File: src/rtl/quint_pkg.sv
package quint_pkg;

  // Strobes from the control module to the datapath, valid for one edge.
  typedef struct packed {
    logic clear;   // return both positions to zero
    logic toggle;  // invert the units flip-flop
    logic carry;   // advance the tens digit
    logic wrap;    // tens digit returns from its top code to zero
  } ctrlStrobe_t;

endpackage

File: src/rtl/quint_ctrl.sv
module quint_ctrl
  import quint_pkg::*;
(
  input  logic        rst,
  input  logic        countEn,
  input  logic        unitBit,
  input  logic        tensAtTop,
  output ctrlStrobe_t strobe
);

  logic stepOk;

  // Reset outranks count enable.
  assign stepOk = countEn & ~rst;

  always_comb begin
    strobe        = '0;
    strobe.clear  = rst;
    strobe.toggle = stepOk;
    // The units bit falling from 1 to 0 carries into the tens digit.
    strobe.carry  = stepOk & unitBit;
    strobe.wrap   = stepOk & unitBit & tensAtTop;
  end

  always_comb begin
    AST_CLEAR_BLOCKS_STEP: assert (!(strobe.clear && (strobe.toggle || strobe.carry)));
    AST_WRAP_NEEDS_CARRY: assert (!strobe.wrap || strobe.carry);
  end

endmodule

File: src/rtl/quint_datapath.sv
module quint_datapath
  import quint_pkg::*;
#(
  parameter int DIGIT_W   = 4,
  parameter int DIGIT_TOP = 9,
  parameter int HALF_CODE = 5
) (
  input  logic               clk,
  input  ctrlStrobe_t        strobe,
  output logic               unitBit,
  output logic [DIGIT_W-1:0] tensVal,
  output logic [DIGIT_W-1:0] unitsVal,
  output logic               tensAtTop
);

  localparam logic [DIGIT_W-1:0] TOP_CODE  = DIGIT_W'(DIGIT_TOP);
  localparam logic [DIGIT_W-1:0] HALF_DISP = DIGIT_W'(HALF_CODE);
  localparam logic [DIGIT_W-1:0] ONE       = DIGIT_W'(1);

  logic               unitQ;
  logic [DIGIT_W-1:0] tensQ;

  always_ff @(posedge clk) begin
    if (strobe.clear) begin
      unitQ <= 1'b0;
      tensQ <= '0;
    end else begin
      if (strobe.toggle) unitQ <= ~unitQ;
      if (strobe.wrap)       tensQ <= '0;
      else if (strobe.carry) tensQ <= tensQ + ONE;
    end
  end

  assign unitBit   = unitQ;
  assign tensVal   = tensQ;
  assign unitsVal  = unitQ ? HALF_DISP : '0;
  assign tensAtTop = (tensQ == TOP_CODE);

  AST_UNIT_TOGGLES: assert property (@(posedge clk) disable iff (strobe.clear)
    strobe.toggle |=> (unitQ != $past(unitQ)));
  AST_HOLD_IDLE: assert property (@(posedge clk) disable iff (strobe.clear)
    !strobe.toggle |=> ($stable(unitQ) && $stable(tensQ)));
  AST_TENS_STEP: assert property (@(posedge clk) disable iff (strobe.clear)
    (strobe.carry && !strobe.wrap) |=> (tensQ == $past(tensQ) + ONE));
  AST_TENS_STILL: assert property (@(posedge clk) disable iff (strobe.clear)
    (strobe.toggle && !unitQ) |=> $stable(tensQ));
  AST_FULL_WRAP: assert property (@(posedge clk) disable iff (strobe.clear)
    (strobe.toggle && unitQ && tensAtTop) |=> (tensQ == '0 && !unitQ));
  AST_BCD_RANGE: assert property (@(posedge clk) disable iff (strobe.clear)
    strobe.toggle |=> (tensQ <= TOP_CODE));

endmodule

File: src/rtl/quint_bcd_counter.sv
module quint_bcd_counter
  import quint_pkg::*;
#(
  parameter int DIGIT_W   = 4,
  parameter int DIGIT_TOP = 9,
  parameter int HALF_CODE = 5
) (
  input  logic               clk,
  input  logic               rst,
  input  logic               countEn,
  output logic [DIGIT_W-1:0] unitsDigit,
  output logic [DIGIT_W-1:0] tensDigit,
  output logic               unitsBit,
  output logic               termCount
);

  ctrlStrobe_t strobe;
  logic        unitBit;
  logic        tensAtTop;

  quint_ctrl i_ctrl (
    .rst      (rst),
    .countEn  (countEn),
    .unitBit  (unitBit),
    .tensAtTop(tensAtTop),
    .strobe   (strobe)
  );

  quint_datapath #(
    .DIGIT_W  (DIGIT_W),
    .DIGIT_TOP(DIGIT_TOP),
    .HALF_CODE(HALF_CODE)
  ) i_datapath (
    .clk      (clk),
    .strobe   (strobe),
    .unitBit  (unitBit),
    .tensVal  (tensDigit),
    .unitsVal (unitsDigit),
    .tensAtTop(tensAtTop)
  );

  assign unitsBit  = unitBit;
  assign termCount = tensAtTop & unitBit;

endmodule

File: config.mk
export PLATFORM = sky130hd
export DESIGN_NAME = quint_bcd_counter
export DESIGN_NICKNAME = d
export VERILOG_FILES = /design/src/rtl/quint_pkg.sv /design/src/rtl/quint_ctrl.sv /design/src/rtl/quint_datapath.sv /design/src/rtl/quint_bcd_counter.sv
export SDC_FILE = /design/constraint.sdc
export NUM_CORES = 1
export LEC_CHECK = 0
export BUFFER_PORTS_ARGS = -buffer_cell sky130_fd_sc_hd__buf_4
export CAP_MARGIN = 20
export CORE_AREA = 2 2 39 41
export DETAILED_ROUTE_END_ITERATION = 16
export DIE_AREA = 0 0 41 43
export GPL_TIMING_DRIVEN = 0
export SLEW_MARGIN = 20
export SYNTH_ARGS = -nofsm -noshare
export SYNTH_HDL_FRONTEND = slang
export SYNTH_SLANG_ARGS = --single-unit
File: constraint.sdc
create_clock -name clk -period 1.2 [get_ports clk]
set_input_delay 0.24 -clock clk [delete_from_list [all_inputs] [get_ports clk]]
set_output_delay 0.24 -clock clk [all_outputs]
set_load 0.02 [all_outputs]
* Word level (Yosys, flattened, before mapping) *
Cells that the tools add are included.

cells by class
  $add $sub $neg = 1
  equality and inequality tests = 1
  multiplexer cells = 1
  bitwise logic cells = 6
  reductions and logical operators = 1

operator list
  operator               number
  $add A4 B1 Y4 const B  1
  $and A1 B1 Y1          4
  $eq A4 B4 Y1 const B   1
  $mux W3                1
  $not A1 Y1             2
  $reduce_or A2 Y1       1

word-level totals
  flip-flop bits (word level) = 5
  bits of input ports = 3
  output and inout bits = 10
  logic and storage cells = 12

* Depth between registers and ports, before layout *
Gate-level depths: netlist of the first run.

  depth after elaboration = 5
  gate-level depth with buffers = 5
  depth with buffers taken out = 5

* Cells and area by module *
From an unflattened synthesis of the first run, not the netlist that was laid out.

second synthesis, totals
  cell total of the unflattened synthesis = 34
  area, all modules = 314.1 µm²

by module, submodules not included
  module             times used  cells each  area each (µm²)  seq. area each (µm²)
  quint_datapath     1           28          264.0            100.1
  quint_ctrl         1           5           43.8             0.0
  quint_bcd_counter  1           1           6.3              0.0

* Least setup slack after synthesis of the first run *
Ideal clock, no wire load.

  kind = reg-to-reg
  from = register i_datapath.tensQ[1] (netlist: i_datapath.tensVal[1])
  to = register i_datapath.tensQ[1] (netlist: i_datapath.tensVal[1])
  setup time = 0.079 ns
  arrival time = 1.368 ns
  data required time = 1.121 ns
  path slack = -0.248 ns
  cell stages (with the launch flop) = 6
  buffers on the path = 0
  period minus slack after synthesis = 1.448 ns
  path through = dfxtp_1 > inv_1 > ha_1 > and4b_1 > a21o_2 > a211oi_2

on the way
  cells in the longest elaborated chain, start to end = 3
  elaborated cells between the ends (all ways) = 4
  classes of those cells = 1 x add/sub; 1 x eq/ne; 1 x bitwise; 1 x reduce/logical

RTL lines
  what                               line                  RTL
  from (decl)                        quint_datapath.sv:21  logic [DIGIT_W-1:0] tensQ;
  from (signal assigned)             quint_datapath.sv:30  else if (strobe.carry) tensQ <= tensQ + ONE;
  $eq A4 B4 Y1                       quint_datapath.sv:37  assign tensAtTop = (tensQ == TOP_CODE);
  $and A1 B1 Y1                      quint_ctrl.sv:22      strobe.wrap = stepOk & unitBit & tensAtTop;
  $reduce_or A2 Y1 (no source line)  n/a

Parallel ways exist; a longest one is shown, timed or not.
A chain may end at the register's enable or synchronous reset.

* Worst setup path after layout of the first run *
  from = register i_datapath.tensQ[1] (netlist: i_datapath.tensVal[1])
  to = output port termCount

on the way
  cells in the longest elaborated chain, start to end = 2

RTL lines
  what           line                     RTL
  $eq A4 B4 Y1   quint_datapath.sv:37
  $and A1 B1 Y1  quint_bcd_counter.sv:43  assign termCount = tensAtTop & unitBit;
  to (decl)      quint_bcd_counter.sv:14  output logic termCount

No other way between the ends.

==> results of run 1 <==
layout by cell type (no fill, tap or decap), drive strengths merged, types with 2 or more instances in the layout:
cell type	n
xnor2	2
ha	2
clkbuf	4
conb	2
buf	17
nor2	4
dfxtp	5
flip-flops by register name, summed over array words and instances, names as in the netlist:
name and cells:
i_datapath.unitBit 1, i_datapath.tensVal 4
layer usage:
metal / vias to the layer above / wire, um / global-route usage, %
met5: - / 0 / 0
met4: 0 / 0 / 4.00
met3: 0 / 68 / 9.42
met2: 13 / 342 / 14.1
met1: 120 / 249 / 9.35
li1: 131 / - / -
repair_timing:
item	4_1_cts	5_1_grt
endpoints found under the setup margin	4	5
setup buffers	3	0
resized for setup	4	2
kinds of logic after synthesis:
logic type	count (synthesis)	share of synthesized area, %
simple gates	10	21.8
compound gates	4	12.2
fa+ha+maj	2	8.73
other cells	1	1.31
buf+inv	5	11.8
flops	5	34.9
xor+xnor	3	9.17
cell usage after synthesis (all sizes together):
library cell / n / area (um^2)
dfxtp: 5 / 100
buf: 4 / 30.0
nor2: 4 / 15.0
ha: 2 / 25.0
xnor2: 2 / 17.5
a211oi: 1 / 12.5
a21o: 1 / 8.76
a21oi: 1 / 8.76
and3b: 1 / 10.0
and4b: 1 / 10.0
conb: 1 / 3.75
inv: 1 / 3.75
nand3: 1 / 5.00
nand3b: 1 / 7.51
nand4b: 1 / 8.76
o21ai: 1 / 5.00
or3: 1 / 6.26
xor2: 1 / 8.76
area by class of cell:
| class | count | area share (%) |
|---|---|---|
| multi-input combinational | 21 | 37.9 |
| sequential | 5 | 23.1 |
| timing repair buffer | 13 | 21.5 |
| buffer | 4 | 6.37 |
| clock buffer | 4 | 5.57 |
| tap | 16 | 4.24 |
| inverter | 1 | 1.33 |
per-stage QoR:
stage | instance area (um^2) | worst slack (ns) | hold WS, ns | TNS [ns] | std cells
3_5_place_dp | 400 | -0.0143 | 0.440 | -0.0143 | 57
6_report | 472 | -0.178 | 0.182 | -0.464 | 64
5_1_grt | 472 | -0.234 | 0.175 | -0.727 | 64
3_3_place_gp | 400 | -0.00813 | 0.440 | -0.00813 | 57
4_1_cts | 467 | -0.177 | 0.173 | -0.420 | 64
2_1_floorplan | 305 | -0.0745 | 0.312 | -0.103 | 31
power by group through the flow:
stage / logic, mW / clock network [mW] / registers (mW)
after CTS: 0.103 / 0.205 / 0.182
after global routing: 0.114 / 0.226 / 0.184
after detailed placement: 0.0932 / 0 / 0.188
final: 0.105 / 0.194 / 0.183
after global placement: 0.0927 / 0 / 0.188
after floorplan: 0.0530 / 0 / 0.194
worst reg2reg max path, stage by stage (launching register included):
cell and delay [ns]:
dfxtp_4 0.35, inv_4 0.03, ha_4 0.14, and4b_2 0.25, buf_4 0.14, a21o_4 0.21
a211oi_2 0.13
worst paths after layout:
path	start	end	slack [ns]	cells after the start
max	i_datapath.tensVal[1]	termCount	-0.18	4
min	rst	i_datapath.unitBit	0.18	2
max reg2reg	i_datapath.tensVal[1]	i_datapath.tensVal[1]	-0.12	6
min reg2reg	i_datapath.tensVal[3]	i_datapath.tensVal[3]	0.55	2
==> reports/metrics.yaml, run 1 <==
syn2layout_area_growth_pct: 64.6
grt_pass1_vias: 246
ys_ff_latch: 5
via_per_inst: 4.13
htree_levels: 1
setup_viol: 5
io_pins: 13
critPathMaxFanout: 2
grt-ovfl-total: 0
cts_tree: "done"
rsz0062_at_grt: "true"
fp.dieH_um: 43
drt_iter0_drc: 0
layout_setup_ws_ns: -0.178
core_area_um2: 1380
clock-sinks: 5
n_fill_cell: 152
leakagePower_nw: 0.210
clock_power_share_pct: 40.3
cp_top_family: "flip-flops"
netlist_area_um2: 287
netlist_instances: 30
p_int_mw: 0.352
diodes: 0
total_power_mw: 0.482
ctsLongestPathBuffers: 2
cp_data_required_time_ns: 0.96
nets: 54
final_hold_viol_count: 0
switching_share_pct: 26.9
first_pass_iters: 1
cts_buffers: 3
outcome: "finished, violations left"
holdBufCountCts: 0
maxCapViolations: 0
min_path_type: "in -> reg"
finalCritPeriodShare_pct: 115
worst_setup_path_start_kind: "flip-flop"
syn_avg_cell_area_um2: 9.55
final_core_util_pct: 34.1
rows: 14
regArea_um2: 109
ant_nets: 0
endpoint_kind: "primary output"
p_comb_share_pct: 21.7
die_w_um: 41
synth.distinct_cells: 18
numPortBuffers: 10
p_seq_share_pct: 37.9
min_period_ns: 1.38
drv_slew: 0
yosysWarnings: 0
synth-seq-area-share_pct: 34.9
grt_pass1_wl_mm: 1.03
clkLatencyLatePin_ns: 0.24
drt-total-wl_um: 660
drive_gt1_share_pct: 64.6
crit_type: "reg -> out"
crit_path_cell_trace: "inv_4 -> ha_4 -> and4b_2 -> buf_6"
powerDensity_nw_per_um2: 1020
path_clk_slew_ns: 0.04
route.detailed.drc: 0
initial_core_util_pct: 20.7
grtUsageTotal_pct: 9.85
fin_skew_ns: 0.000464
wire_per_inst_um: 10.3
slowest_delay_ns: 0.35
max-vdd-ir-drop_v: 0.000570
die_area_um2: 1760
place_congestion: 0.619
routed-via-count: 264
antenna_found_initial: 0
multi_input_area_um2: 179
grt_max_degree: 9
ctsRootBufferMaster: "clkbuf_4"
violations: "setup timing"
slowest_stage: "dfxtp_4"
p_sw_mw: 0.130
critPathBufInv: 2
max_freq_mhz: 726
post-dp-hpwl_um: 389
arrival_ns: 1.14
No activity file was read; power rests on OpenSTA's default activity.
==> inputs of run 2 (changes only) <==
- CELL_PAD_IN_SITES_DETAIL_PLACEMENT: unset -> 0
- CELL_PAD_IN_SITES_GLOBAL_PLACEMENT: unset -> 1
- PLACE_DENSITY_LB_ADDON: unset -> 0.1
==> run 2 against run 1 <==
The flow still finishes with violations (setup timing). Non-clock buffer count unchanged. Die area unchanged. Register-to-register slack about the same. Via count increased by 2.3%. Clock power about the same. Core utilization unchanged. Worst hold slack improved by 0.0042 ns. First-iteration DRC count increased by 2. Clock skew increased by 0.0041 ns. Final area unchanged. Global-route usage decreased by 0.48 points.
==> reports/metrics.yaml, run 2 (same netlist as run 1, synthesis figures left out) <==
outcome: "finished, violations left"
violations: "setup timing"
leakagePower_nw: 0.210  # about the same
core_area_um2: 1380  # unchanged
route.detailed.drc: 0  # unchanged
slowest_stage: "dfxtp_4"
p_int_mw: 0.353  # about the same
die_w_um: 41  # unchanged
drv_slew: 0  # unchanged
arrival_ns: 1.13  # about the same
hold_depth: 2  # unchanged
grt_pass1_vias: 227  # -7.7%
preCtsSetupSlack_ns: -0.0237  # -0.00941 ns
powerDensity_nw_per_um2: 1030  # +0.58%
rows: 14  # unchanged
ant_nets: 0  # unchanged
max_freq_mhz: 730  # +0.56%
final_hold_viol_count: 0  # unchanged
maxCapViolations: 0  # unchanged
finalCritPeriodShare_pct: 114  # -0.64 points
place_area_um2: 400  # unchanged
clock_power_share_pct: 40.4  # about the same
holdPathEnd: "i_datapath.unitBit"
drive_gt1_share_pct: 64.6  # unchanged
r2r_start: "i_datapath.tensVal[1]"
initial_core_util_pct: 20.7  # unchanged
fin_skew_ns: 0.00461  # +0.00415 ns
cp_top_family: "flip-flops"
critPathMaxFanout: 2  # unchanged
endpoint_kind: "primary output"
min_period_ns: 1.37  # -0.00765 ns
reg2reg_to: "i_datapath.tensVal[1]"
grt_pass1_wl_mm: 1.01  # -1.4%
grtUsageTotal_pct: 9.37  # -0.48 points
htree_levels: 1  # unchanged
routed-via-count: 270  # +2.3%
numPortBuffers: 10  # unchanged
setup_viol: 5  # unchanged
syn2layout_area_growth_pct: 64.6  # unchanged
switching_share_pct: 27.3  # +0.38 points
drt-total-wl_um: 631  # -4.4%
p_seq_share_pct: 37.7  # -0.2 points
rsz0062_at_grt: "true"
n_fill_cell: 150  # -1.3%
clock-sinks: 5  # unchanged
clkLatencyLatePin_ns: 0.24  # about the same
wire_per_inst_um: 9.86  # -4.4%
via_per_inst: 4.22  # +2.3%
die_area_um2: 1760  # unchanged
cp_data_required_time_ns: 0.96  # about the same
max-vdd-ir-drop_v: 0.000507  # -11%
slowest_delay_ns: 0.35  # about the same
crit_type: "reg -> out"
grt_max_degree: 9  # unchanged
drt_iter0_drc: 2  # +2
nets: 54  # unchanged
grt-ovfl-total: 0  # unchanged
largest_reg_flops: 4  # unchanged
mostFrequentLayoutCells: "16 x buf_4, 3 x nor2_1, 3 x clkbuf_4"
crit_path_cell_trace: "inv_4 -> ha_4 -> and4b_2 -> buf_6"
layout_commonest_cell: "buf_4"
cts_tree: "done"
hold_start: "rst"
diodes: 0  # unchanged
layout_setup_ws_ns: -0.170  # +0.00765 ns
holdBufCountCts: 0  # unchanged
fp.dieH_um: 43  # unchanged
post-dp-hpwl_um: 454  # +17%
r2r_cells: 6  # unchanged
critPathBufInv: 2  # unchanged
min_path_type: "in -> reg"
rrSetupSlack_ns: -0.12  # about the same
ctsLongestPathBuffers: 2  # unchanged
worst_setup_path_start_kind: "flip-flop"
p_sw_mw: 0.132  # +2.0%
io_pins: 13  # unchanged
ctsRootBufferMaster: "clkbuf_4"
final_area_um2: 472  # unchanged
cts_buffers: 3  # unchanged
place_congestion: 0.621  # +0.40%
first_pass_iters: 2  # +1
antenna_found_initial: 0  # unchanged
path_clk_slew_ns: 0.04  # about the same
p_comb_share_pct: 21.9  # +0.2 points
## run 2: cell counts in the layout (fill, tap and decap cells not counted)
Identical to the previous run, type by type.
## run 2: routing by layer
metal / vias up / track usage (%) / routed length [um] / share of wire (%)
li1: 134 / - / - / -
met1: 125 / 13.3 / 273 / 43
met2: 9 / 9.69 / 296 / 47
met3: 2 / 4.71 / 57 / 9.0
met4: 0 / 8.00 / 4 / 0.63
met5: - / 0 / 0 / 0
## run 2: layout make-up
type | count | area [um^2] | area share (%)
inverter | 1 | 6.26 | 1.33
multi-input combinational | 21 | 179 | 37.9
timing repair buffer | 13 | 101 | 21.5
buffer | 4 | 30.0 | 6.37
clock buffer | 4 | 26.3 | 5.57
tap | 16 | 20.0 | 4.24
sequential | 5 | 109 | 23.1
## run 2: per-stage QoR
stage	power, mW	util (%)	setup TNS [ns]	instances	hold WS [ns]
floorplan	0.247	-	-0.103	31	0.312
global placement	0.283	28.9	-0.0218	57	0.443
detailed placement	0.283	28.9	-0.0237	57	0.443
CTS	0.494	33.7	-0.437	64	0.179
global route	0.518	34.1	-0.692	64	0.191
finish	0.485	34.1	-0.435	64	0.186
## run 2: worst max path at each step
stage,cells past startpoint,start,endpoint,slack [ns]
CTS,4,i_datapath.tensVal[1],termCount,-0.18
finish,4,i_datapath.tensVal[1],termCount,-0.17
global placement,5,i_datapath.tensVal[1],i_datapath.tensVal[1],-0.02
global route,4,i_datapath.tensVal[1],termCount,-0.22
detailed placement,5,i_datapath.tensVal[1],i_datapath.tensVal[1],-0.02
floorplan,5,i_datapath.tensVal[1],i_datapath.tensVal[1],-0.07
## run 2: timing repair
action	4_1_cts	5_1_grt
pin swaps	0	0
resized for setup	4	2
buffers inserted	3	0
endpoints found under the setup margin	4	5
## run 2: power groups by stage
stage	clock, mW	sequential, mW	combinational [mW]
detailed placement	0	0.188	0.0948
global route	0.220	0.184	0.115
global placement	0	0.188	0.0947
CTS	0.207	0.182	0.105
finish	0.196	0.183	0.106
floorplan	0	0.194	0.0530
==> inputs of run 3 (changes only) <==
- ABC_AREA: unset -> 1
==> run 3 against run 2 <==
The flow still finishes with violations (setup timing). Global-route usage is 1.2 points lower. Routed wire length is 0.63% lower. Sequential share of layout area is 1.6 points lower. Synthesized cell count is 40% higher. Clock skew is 0.00099 ns lower. First-iteration DRC count grew to 6.5 times the previous value. Clock-buffer cell count stayed put. Critical endpoint unchanged. Largest power group unchanged.
==> reports/metrics.yaml, run 3 <==
ys.flop_type: "dfxtp_1"
syn2layout_area_growth_pct: 62.6
drt_iter0_drc: 13  # +11
initial_core_util_pct: 22.0  # +1.3 points
total_power_mw: 0.451  # -7.0%
grt_pass1_vias: 242  # +6.6%
slowest_delay_ns: 0.32  # -0.03 ns
rows: 14  # unchanged
grt_pass1_wl_um: 910  # -10%
clkLatencyLatePin_ns: 0.24  # about the same
place_congestion: 0.714  # +15%
critPathBufInv: 2  # unchanged
drv_slew: 0  # unchanged
via_per_inst: 3.88  # -8.0%
ctsRootBufferMaster: "clkbuf_4"
multi_input_area_um2: 188  # +4.9%
arrival_ns: 1.02  # -0.11 ns
endpoint_kind: "primary output"
core_area_um2: 1380  # unchanged
first_pass_iters: 4  # +2
final_area_um2: 494  # +4.8%
io_pins: 13  # unchanged
synth_common_cells: "8 x nor2_1, 7 x nand2_1, 5 x dfxtp_1, 5 x inv_1, 4 x buf_4"
min_path_type: "in -> reg"
final_hold_viol_count: 0  # unchanged
antenna_found_initial: 0  # unchanged
synthTopCellsByArea: "dfxtp_1 33%, buf_4 9.9%, nor2_1 9.9%"
netlist_instances: 42  # +40%
synth_edf_count: 0  # unchanged
cts_buffers: 3  # unchanged
cp_data_required_time_ns: 0.96  # about the same
mostFrequentLayoutCells: "16 x buf_4, 7 x nor2_1, 7 x nand2_1"
violations: "setup timing"
switching_share_pct: 25.9  # -1.4 points
slowest_stage: "dfxtp_2"
p_int_mw: 0.334  # -5.3%
routed-via-count: 295  # +9.3%
syn_avg_cell_area_um2: 7.24  # -24%
regArea_um2: 106  # -2.3%
max_freq_mhz: 793  # +8.6%
rsz0062_at_grt: "true"
place_area_um2: 407  # +1.6%
ctsLongestPathBuffers: 2  # unchanged
yosysMostFrequentCell: "nor2_1"
outcome: "finished, violations left"
worst_setup_path_start_kind: "flip-flop"
drt-total-wl_um: 627  # -0.63%
drive_gt1_share_pct: 48.3  # -16 points
cts_tree: "done"
powerDensity_nw_per_um2: 912  # -11%
p_seq_share_pct: 39.5  # +1.8 points
max-vdd-ir-drop_v: 0.000481  # -5.2%
crit_path_cell_trace: "inv_2 -> ha_4 -> nand3_4 -> nor2_4 -> buf_6"
setup_viol: 1  # -4
critPathMaxFanout: 2  # unchanged
p_comb_share_pct: 17.4  # -4.5 points
yosys.area.top_type_share_pct: 32.9  # -2.0 points
nets: 66  # +22%
wire_per_inst_um: 8.25  # -16%
grtUsageTotal_pct: 8.14  # -1.2 points
fin_skew_ns: 0.00362  # -0.000989 ns
yosysWarnings: 0  # unchanged
leakagePower_nw: 0.242  # +15%
die_area_um2: 1760  # unchanged
ant_nets: 0  # unchanged
crit_type: "reg -> out"
synth-seq-area-share_pct: 32.9  # -2.0 points
synth.distinct_cells: 14  # -4
netlist_area_um2: 304  # +6.1%
path_clk_slew_ns: 0.04  # about the same
n_fill_cell: 159  # +6.0%
cp_top_family: "flip-flops"
synth_area_leader_cell: "dfxtp_1"
die_w_um: 41  # unchanged
grt_max_degree: 9  # unchanged
layout_setup_ws_ns: -0.0618  # +0.109 ns
layout_commonest_cell: "buf_4"
numPortBuffers: 10  # unchanged
clock-sinks: 5  # unchanged
grt-ovfl-total: 0  # unchanged
largest_reg_flops: 4  # unchanged
tns_ns: -0.0618  # +0.373 ns
async_flop_share_pct: 0  # unchanged
post-dp-hpwl_um: 458  # +1.0%
finalCritPeriodShare_pct: 105  # -9.0 points
ys_ff_latch: 5  # unchanged
final_core_util_pct: 35.7  # +1.6 points
diodes: 0  # unchanged
htree_levels: 1  # unchanged
min_period_ns: 1.26  # -0.109 ns
fp.dieH_um: 43  # unchanged
route.detailed.drc: 0  # unchanged
p_sw_mw: 0.117  # -12%
clock_power_share_pct: 43.1  # +2.7 points
rrSetupSlack_ns: 0.07  # +0.19 ns
maxCapViolations: 0  # unchanged
## run 3: kinds of logic after synthesis
family                     count (synthesis)  share of synthesized area, %
and+or+nand+nor                           19                          29.6
other                                      1                          1.23
DFF                                        5                          32.9
xor gates and xnor gates                   2                          5.76
buffers and inverters                     10                          17.3
adders and majority gates                  2                          8.23
AOI/OAI and AO/OA                          3                          4.94
## run 3: cell type report
cell class	instances	share of cell area, %
Inverter	6	4.56
Multi-Input combinational cell	28	38.0
Sequential cell	5	21.5
Clock buffer	4	5.32
Tap cell	16	4.05
Buffer	4	6.08
Timing Repair Buffer	13	20.5
## run 3: repair_timing
item / in CTS / in global routing
gates cloned: 0 / 0
gates resized for setup: 8 / 3
buffers inserted: 3 / 0
hold buffers: 0 / 0
setup endpoints to repair: 3 / 3
pin swaps: 2 / 1
## run 3: power groups by stage
stage	logic (mW)	clock network, mW	registers, mW
after floorplan	0.0401	0	0.187
after global placement	0.0701	0	0.182
after detailed placement	0.0701	0	0.182
after CTS	0.0768	0.198	0.178
after global routing	0.0841	0.214	0.178
final	0.0784	0.194	0.178
## run 3: stage by stage
| stage | worst slack [ns] | instances | hold slack, ns |
|---|---|---|---|
| 3_5_place_dp | 0.0148 | 69 | 0.514 |
| 4_1_cts | -0.110 | 76 | 0.264 |
| 5_1_grt | -0.108 | 76 | 0.262 |
| 2_1_floorplan | 0.0272 | 43 | 0.395 |
| 3_3_place_gp | 0.00932 | 69 | 0.508 |
| 6_report | -0.0618 | 76 | 0.266 |
## run 3: layer usage
metal / vias up / track usage [%] / part of all wire, %
met5: - / 0 / 0
met4: 0 / 2.00 / 0
met3: 0 / 7.85 / 11
met2: 11 / 10.9 / 48
met1: 129 / 9.03 / 41
li1: 155 / - / -
## run 3: final timing paths
path | start | endpoint | depth (start not counted)
worst min-delay path | rst | i_datapath.tensVal[3] | 4
worst max-delay path | i_datapath.tensVal[1] | termCount | 5
worst min register to register | i_datapath.tensVal[3] | i_datapath.tensVal[3] | 2
worst max register to register | i_datapath.tensVal[0] | i_datapath.tensVal[2] | 7
## run 3: tightest hold or removal path, cell delays in order
cell	delay [ns]
buf_4	0.09
nor2_1	0.05
nand2_1	0.05
nor2_1	0.03
